==> src/rtl/eeprom_pw_pkg.sv <==
package eeprom_pw_pkg;

    typedef enum logic [2:0] {
        ST_IDLE,
        ST_START,
        ST_BIT,
        ST_STOP,
        ST_FREE
    } pw_state_e;

    // which byte of the frame is currently in the shifter
    typedef enum logic [1:0] {
        SEG_CTRL,
        SEG_AHI,
        SEG_ALO,
        SEG_DATA
    } pw_seg_e;

    // what follows the bus-free gap after a Stop
    typedef enum logic [1:0] {
        AFT_PROBE,
        AFT_OK,
        AFT_FAIL
    } pw_after_e;

    localparam logic [3:0] DEV_CODE = 4'b1010;

    function automatic logic [7:0] ctrl_byte(input logic [2:0] cs);
        return {DEV_CODE, cs, 1'b0};
    endfunction

endpackage

==> src/rtl/eeprom_pw_timer.sv <==
module eeprom_pw_timer #(
    parameter int CW = 8
) (
    input  logic          clk,
    input  logic          rst_n,
    input  logic          hold,
    input  logic [CW-1:0] limit,
    output logic          expired
);
    logic [CW-1:0] cnt_d, cnt_q;

    assign expired = !hold && (cnt_q == limit);

    always_comb begin
        if (hold || expired) cnt_d = '0;
        else                 cnt_d = cnt_q + 1'b1;
    end

    always_ff @(posedge clk or negedge rst_n) begin
        if (!rst_n) cnt_q <= '0;
        else        cnt_q <= cnt_d;
    end
endmodule

==> src/rtl/eeprom_pw_range.sv <==
module eeprom_pw_range #(
    parameter int ADDR_W = 15,
    parameter int LEN_W  = 7,
    parameter int PAGE   = 64
) (
    input  logic [ADDR_W-1:0] addr,
    input  logic [LEN_W-1:0]  len,
    output logic              fits
);
    localparam int OFF_W = $clog2(PAGE);

    logic [LEN_W:0] end_pos;

    assign end_pos = (LEN_W+1)'(addr[OFF_W-1:0]) + (LEN_W+1)'(len);
    assign fits    = (len != '0) && (end_pos <= (LEN_W+1)'(PAGE));
endmodule

==> src/rtl/eeprom_page_writer.sv <==
module eeprom_page_writer
    import eeprom_pw_pkg::*;
#(
    parameter int ADDR_W   = 15,
    parameter int PAGE     = 64,
    parameter int LOW_HALF = 70,
    parameter int HIGH_CYC = 70,
    parameter int BUS_FREE = 140,
    parameter int POLL_MAX = 200,
    localparam int LEN_W   = $clog2(PAGE) + 1
) (
    input  logic              clk,
    input  logic              rst_n,
    input  logic              req_valid,
    input  logic [2:0]        req_chip,
    input  logic [ADDR_W-1:0] req_addr,
    input  logic [LEN_W-1:0]  req_len,
    input  logic [7:0]        byte_in,
    output logic              byte_taken,
    input  logic              sda_in,
    output logic              scl_oe,
    output logic              sda_oe,
    output logic              busy_o,
    output logic              done_o,
    output logic              err_o
);
    localparam int MAX_AB = (LOW_HALF > HIGH_CYC) ? LOW_HALF : HIGH_CYC;
    localparam int MAX_T  = (MAX_AB > BUS_FREE) ? MAX_AB : BUS_FREE;
    localparam int TCW    = $clog2(MAX_T + 1);
    localparam int PCW    = $clog2(POLL_MAX + 1);

    typedef struct packed {
        pw_state_e         state;
        logic [1:0]        phase;
        logic [3:0]        bitcnt;
        logic [7:0]        shreg;
        pw_seg_e           seg;
        pw_after_e         after;
        logic [LEN_W-1:0]  remain;
        logic [ADDR_W-1:0] addr;
        logic [2:0]        chip;
        logic              probing;
        logic [PCW-1:0]    tries;
        logic [1:0]        sync;
        logic              scl_oe;
        logic              sda_oe;
        logic              pop;
        logic              busy;
        logic              done;
        logic              err;
    } regs_t;

    regs_t q, n;

    logic           tick;
    logic           fits;
    logic [TCW-1:0] limit;
    logic           acked;
    logic           go_stop;
    pw_after_e      go_kind;

    eeprom_pw_timer #(.CW(TCW)) u_timer (
        .clk     (clk),
        .rst_n   (rst_n),
        .hold    (q.state == ST_IDLE),
        .limit   (limit),
        .expired (tick)
    );

    eeprom_pw_range #(.ADDR_W(ADDR_W), .LEN_W(LEN_W), .PAGE(PAGE)) u_range (
        .addr (req_addr),
        .len  (req_len),
        .fits (fits)
    );

    // length of the phase now running, minus one
    always_comb begin
        unique case (q.state)
            ST_START: limit = TCW'(HIGH_CYC - 1);
            ST_BIT,
            ST_STOP:  limit = (q.phase == 2'd2) ? TCW'(HIGH_CYC - 1) : TCW'(LOW_HALF - 1);
            ST_FREE:  limit = TCW'(BUS_FREE - 1);
            default:  limit = '0;
        endcase
    end

    assign acked = !q.sync[1];

    always_comb begin
        n       = q;
        n.pop   = 1'b0;
        n.sync  = {q.sync[0], sda_in};
        go_stop = 1'b0;
        go_kind = AFT_FAIL;

        unique case (q.state)
            ST_IDLE: begin
                if (req_valid) begin
                    if (fits) begin
                        n.state   = ST_START;
                        n.busy    = 1'b1;
                        n.done    = 1'b0;
                        n.err     = 1'b0;
                        n.addr    = req_addr;
                        n.chip    = req_chip;
                        n.remain  = req_len;
                        n.probing = 1'b0;
                        n.tries   = '0;
                        n.seg     = SEG_CTRL;
                        n.shreg   = ctrl_byte(req_chip);
                        n.sda_oe  = 1'b1;   // Start: SDA falls with SCL released
                        n.scl_oe  = 1'b0;
                    end else begin
                        n.err  = 1'b1;
                        n.done = 1'b0;
                    end
                end
            end

            ST_START: begin
                if (tick) begin
                    n.state  = ST_BIT;
                    n.phase  = 2'd0;
                    n.bitcnt = 4'd0;
                    n.scl_oe = 1'b1;
                end
            end

            ST_BIT: begin
                if (tick) begin
                    unique case (q.phase)
                        2'd0: begin
                            // middle of SCL low: present the bit, or let go for the acknowledge
                            n.phase  = 2'd1;
                            n.sda_oe = (q.bitcnt == 4'd8) ? 1'b0 : !q.shreg[7];
                        end
                        2'd1: begin
                            n.phase  = 2'd2;
                            n.scl_oe = 1'b0;
                        end
                        default: begin
                            n.phase  = 2'd0;
                            n.scl_oe = 1'b1;
                            if (q.bitcnt != 4'd8) begin
                                n.shreg  = {q.shreg[6:0], 1'b0};
                                n.bitcnt = q.bitcnt + 4'd1;
                            end else begin
                                n.bitcnt = 4'd0;
                                if (q.probing) begin
                                    go_stop = 1'b1;
                                    if (acked) begin
                                        go_kind = AFT_OK;
                                    end else if (q.tries == PCW'(POLL_MAX - 1)) begin
                                        go_kind = AFT_FAIL;
                                    end else begin
                                        go_kind = AFT_PROBE;
                                        n.tries = q.tries + 1'b1;
                                    end
                                end else if (!acked) begin
                                    go_stop = 1'b1;
                                    go_kind = AFT_FAIL;
                                end else begin
                                    unique case (q.seg)
                                        SEG_CTRL: begin
                                            n.seg   = SEG_AHI;
                                            n.shreg = 8'(q.addr >> 8);
                                        end
                                        SEG_AHI: begin
                                            n.seg   = SEG_ALO;
                                            n.shreg = q.addr[7:0];
                                        end
                                        default: begin
                                            if (q.remain == '0) begin
                                                go_stop = 1'b1;
                                                go_kind = AFT_PROBE;
                                            end else begin
                                                n.seg    = SEG_DATA;
                                                n.shreg  = byte_in;
                                                n.pop    = 1'b1;
                                                n.remain = q.remain - 1'b1;
                                            end
                                        end
                                    endcase
                                end
                            end
                        end
                    endcase
                end
            end

            ST_STOP: begin
                if (tick) begin
                    unique case (q.phase)
                        2'd0: begin
                            n.phase  = 2'd1;
                            n.sda_oe = 1'b1;
                        end
                        2'd1: begin
                            n.phase  = 2'd2;
                            n.scl_oe = 1'b0;
                        end
                        default: begin
                            n.phase  = 2'd0;
                            n.sda_oe = 1'b0;   // Stop: SDA rises with SCL released
                            n.state  = ST_FREE;
                        end
                    endcase
                end
            end

            ST_FREE: begin
                if (tick) begin
                    unique case (q.after)
                        AFT_PROBE: begin
                            n.state   = ST_START;
                            n.probing = 1'b1;
                            n.seg     = SEG_CTRL;
                            n.shreg   = ctrl_byte(q.chip);
                            n.sda_oe  = 1'b1;
                        end
                        AFT_OK: begin
                            n.state = ST_IDLE;
                            n.busy  = 1'b0;
                            n.done  = 1'b1;
                        end
                        default: begin
                            n.state = ST_IDLE;
                            n.busy  = 1'b0;
                            n.err   = 1'b1;
                        end
                    endcase
                end
            end

            default: n.state = ST_IDLE;
        endcase

        if (go_stop) begin
            n.state = ST_STOP;
            n.phase = 2'd0;
            n.after = go_kind;
        end
    end

    always_ff @(posedge clk or negedge rst_n) begin
        if (!rst_n) begin
            q         <= '0;
            q.state   <= ST_IDLE;
            q.seg     <= SEG_CTRL;
            q.after   <= AFT_OK;
            q.sync    <= 2'b11;
        end else begin
            q <= n;
        end
    end

    assign byte_taken = q.pop;
    assign scl_oe     = q.scl_oe;
    assign sda_oe     = q.sda_oe;
    assign busy_o     = q.busy;
    assign done_o     = q.done;
    assign err_o      = q.err;
endmodule

==> config.mk <==
export PLATFORM = sky130hd
export DESIGN_NAME = eeprom_page_writer
export DESIGN_NICKNAME = d
export VERILOG_FILES = /design/src/rtl/eeprom_pw_pkg.sv /design/src/rtl/eeprom_pw_timer.sv /design/src/rtl/eeprom_pw_range.sv /design/src/rtl/eeprom_page_writer.sv
export SDC_FILE = /design/constraint.sdc
export NUM_CORES = 1
export LEC_CHECK = 0
export CORE_MARGIN = 4
export CORE_UTILIZATION = 36
export DETAILED_ROUTE_END_ITERATION = 8
export DONT_BUFFER_PORTS = 1
export PLACE_DENSITY = 0.59
export SYNTH_ARGS = -nofsm -noshare
export SYNTH_HDL_FRONTEND = slang
export SYNTH_HIERARCHICAL = 1
export SYNTH_SLANG_ARGS = --single-unit
==> constraint.sdc <==
create_clock -name clk -period 3.4 [get_ports clk]
set_input_delay 0.68 -clock clk [delete_from_list [all_inputs] [get_ports clk]]
set_output_delay 0.68 -clock clk [all_outputs]
set_load 0.05 [all_outputs]
==> results.md <==
- Routing usage on met2: 0.248
- Die width: 118 um
- Drt pass-1 iters: 4
- Startpoint Class: input port
- Most frequent cells in the layout: 93 x nand2_1, 68 x dfrtp_1, 34 x nor2_1
- Initial Utilization: 0.373
- Distinct cells, synth: 68
- Antenna-violating nets left: 0
- Root Driver: clkbuf_16
- Seq/Total Area, Yosys: 0.412
- Final hold viol count: 0
- CTS Buffer Depth: 2
- Register bit count reported by yosys: 71
- Mean post-synth cell area: 9.13 um^2
- CP max FO: 8
- Vias/cell: 5.51
- Total Wirelength: 10.7 mm
- Hold_ws: 36.6 ps
- Die height: 118 um
- Fin. max-slew vios: 0
- Final setup margin: 149 ps
- Core Box Area: 11600 um^2
- Post-synth ARST share: 1.00
- Clock Skews: 7.58 ps
- CP Capture Type: flip-flop
- Clock slew seen by the registers of the worst setup and hold paths: 50 ps
- GP Congestion: 0.816
- PostCTS Resize Cnt: 0
- Prevailing post-synth register cell: dfrtp_1
- Aggregate global routing overflow: 0
- TritonCTS Buffers: 9
- CTS sink cnt: 71
- Power Density: 700 nW/um^2
- Initial antenna violation count: 0
- Max Cap Viol: 0
- GRT Total Usage: 0.162
- Syn. warnings: 6
- Total Nets Final: 534
- Leakage: 2.13 nW
- Finished Cell Area: 4890 um^2
- Mapped Cells: 473
- Setup WS pre-CTS: -163 ps
- Row Count: 39
- Vias in the first global route: 3538
- Run status: completed
- # diodes: 0
- H-tree Lvls: 3
- Full die area: 13800 um^2
- Setup bufs post-CTS: 0
- GR peak layer: met2
- Dpl cell area: 4640 um^2
- Post-synth top area cell: dfrtp_1
- EDFF count, synth: 0
- Met3 Track Usage GR: 0.0562
- Largest net degree at the start of global routing: 72
- First-pass GRT wire length: 18.0 mm
- Critical Path RT: 3620 ps
- Worst slew pin tran: 827 ps
- Worst IR Drop VDD: 0.418 mV
- Vias: 3477
- Final Setup Violations: 0
- Largest cells by area after synthesis: dfrtp_1 39%, nand2_1 8.1%, mux2_2 3.7%
- Worst skew pair latency: 340 ps
- Worst Hold Class: input port to asynchronous set/reset pin
- Multi-input gate area: 2430 um^2
- Filler cell count: 1113
- CTS tree: yes
- Post-CTS Hold Buffers: 0
- Commonest non-fill, non-tap cell in the layout: nand2_1
- Min cycle time layout: 3250 ps
- Reg area: 1780 um^2
- RSZ-0062 raised after global routing: no
- Initial DRC count: 287
- Critical path class: input port to flip-flop
- Peak Freq: 308 MHz
- Final period util: 0.956
- DP Wirelength: 7.68 mm
- Share of the synthesized area in the top cell type: 0.394
- Top Ports: 43
- Arr. time, crit path: 3470 ps
- Layout cell share with drive strength beyond 1: 0.154
- Rel. slew slack: 0.447
- Total power: 3.43 mW
- Mapped Area: 4320 um^2
- Met1 usage: 0.217
- IO buf count: 0
- Synthesis-to-finish area growth: 13.3%
- DR WL/cell: 17.0 um
- Drt drc: 0
==> synthesized netlist by cell type, types with 4 or more instances <==
cell	instances
and3_1	6
a211oi_1	8
dfrtp_1	68
inv_1	13
xnor2_1	4
mux2_2	14
a31oi_1	8
nand3_1	9
and2_1	5
or3_1	4
o31ai_1	6
nand2b_1	9
o21ai_0	27
xor2_1	11
clkbuf_1	11
nand2_1	93
mux2i_1	13
nor3_1	6
ha_1	12
nor2_1	34
a21oi_1	28
nand4_1	7
buf_2	9
==> final timing paths <==
kind / depth (start not counted) / slack [ps] / endpoint / startpoint
hold / removal: 0 / 40 / q[56] / rst_n
setup reg to reg: 13 / 500 / q[52] / q[60]
setup / recovery: 13 / 150 / q[52] / req_addr[0]
max in group asynchronous: 0 / 3170 / q[7] / rst_n
hold reg to reg: 0 / 360 / q[7] / n[7]
min in group clk: 0 / 340 / n[7] / sda_in
==> flip-flops by register name, summed over array words and instances, names as in the netlist <==
name           count
done_o             1
byte_taken         1
scl_oe             1
n                  1
busy_o             1
u_timer/cnt_q      8
err_o              1
q                 56
sda_oe             1
==> routing by layer <==
layer  wire length (um)  part of all wire
met1               5020              0.47
met2               4820              0.45
met3                658             0.061
met4                212             0.020
met5                  0                 0
==> logic make-up after synthesis <==
family / after synthesis / synth area share
other: 1 / 0.000868
muxes: 27 / 0.0666
xor gates and xnor gates: 16 / 0.0342
AOI/OAI and AO/OA: 113 / 0.183
and+or+nand+nor: 194 / 0.225
buffers and inverters: 38 / 0.0383
DFF: 71 / 0.412
adders and majority gates: 13 / 0.0394
==> per-stage QoR <==
step           utilization  instances  setup TNS, ps
6_report             0.423        631              0
5_1_grt              0.423        631              0
4_1_cts              0.423        631              0
3_5_place_dp         0.401        616          -1310
3_3_place_gp         0.401        616           -829
2_1_floorplan            -        474              0
==> layout make-up <==
type                            instances  area share
Sequential cell                        71       0.364
Timing Repair Buffer                   24      0.0394
Clock inverter                          4     0.00486
Inverter                               13     0.00997
Multi-Input combinational cell        365       0.498
Tap cell                              143      0.0366
Clock buffer                           11      0.0476
==> power by group <==
part           total (mW)  switching [mW]  internal [mW]
registers            1.42           0.303           1.12
clock network       0.837           0.350          0.487
logic                1.17           0.642          0.525
total                3.43            1.29           2.13
==> worst max-delay path, stage by stage <==
cell,delay [ps]
ha_4,140
fa_2,360
a211oi_2,340
o21bai_1,130
a2111o_1,370
a32oi_1,220
buf_4,150
nand2_1,80
o31ai_2,250
o21ai_2,110
a31oi_4,180
buf_12,160
mux2_4,290
Power figures use the tool's default switching activity.
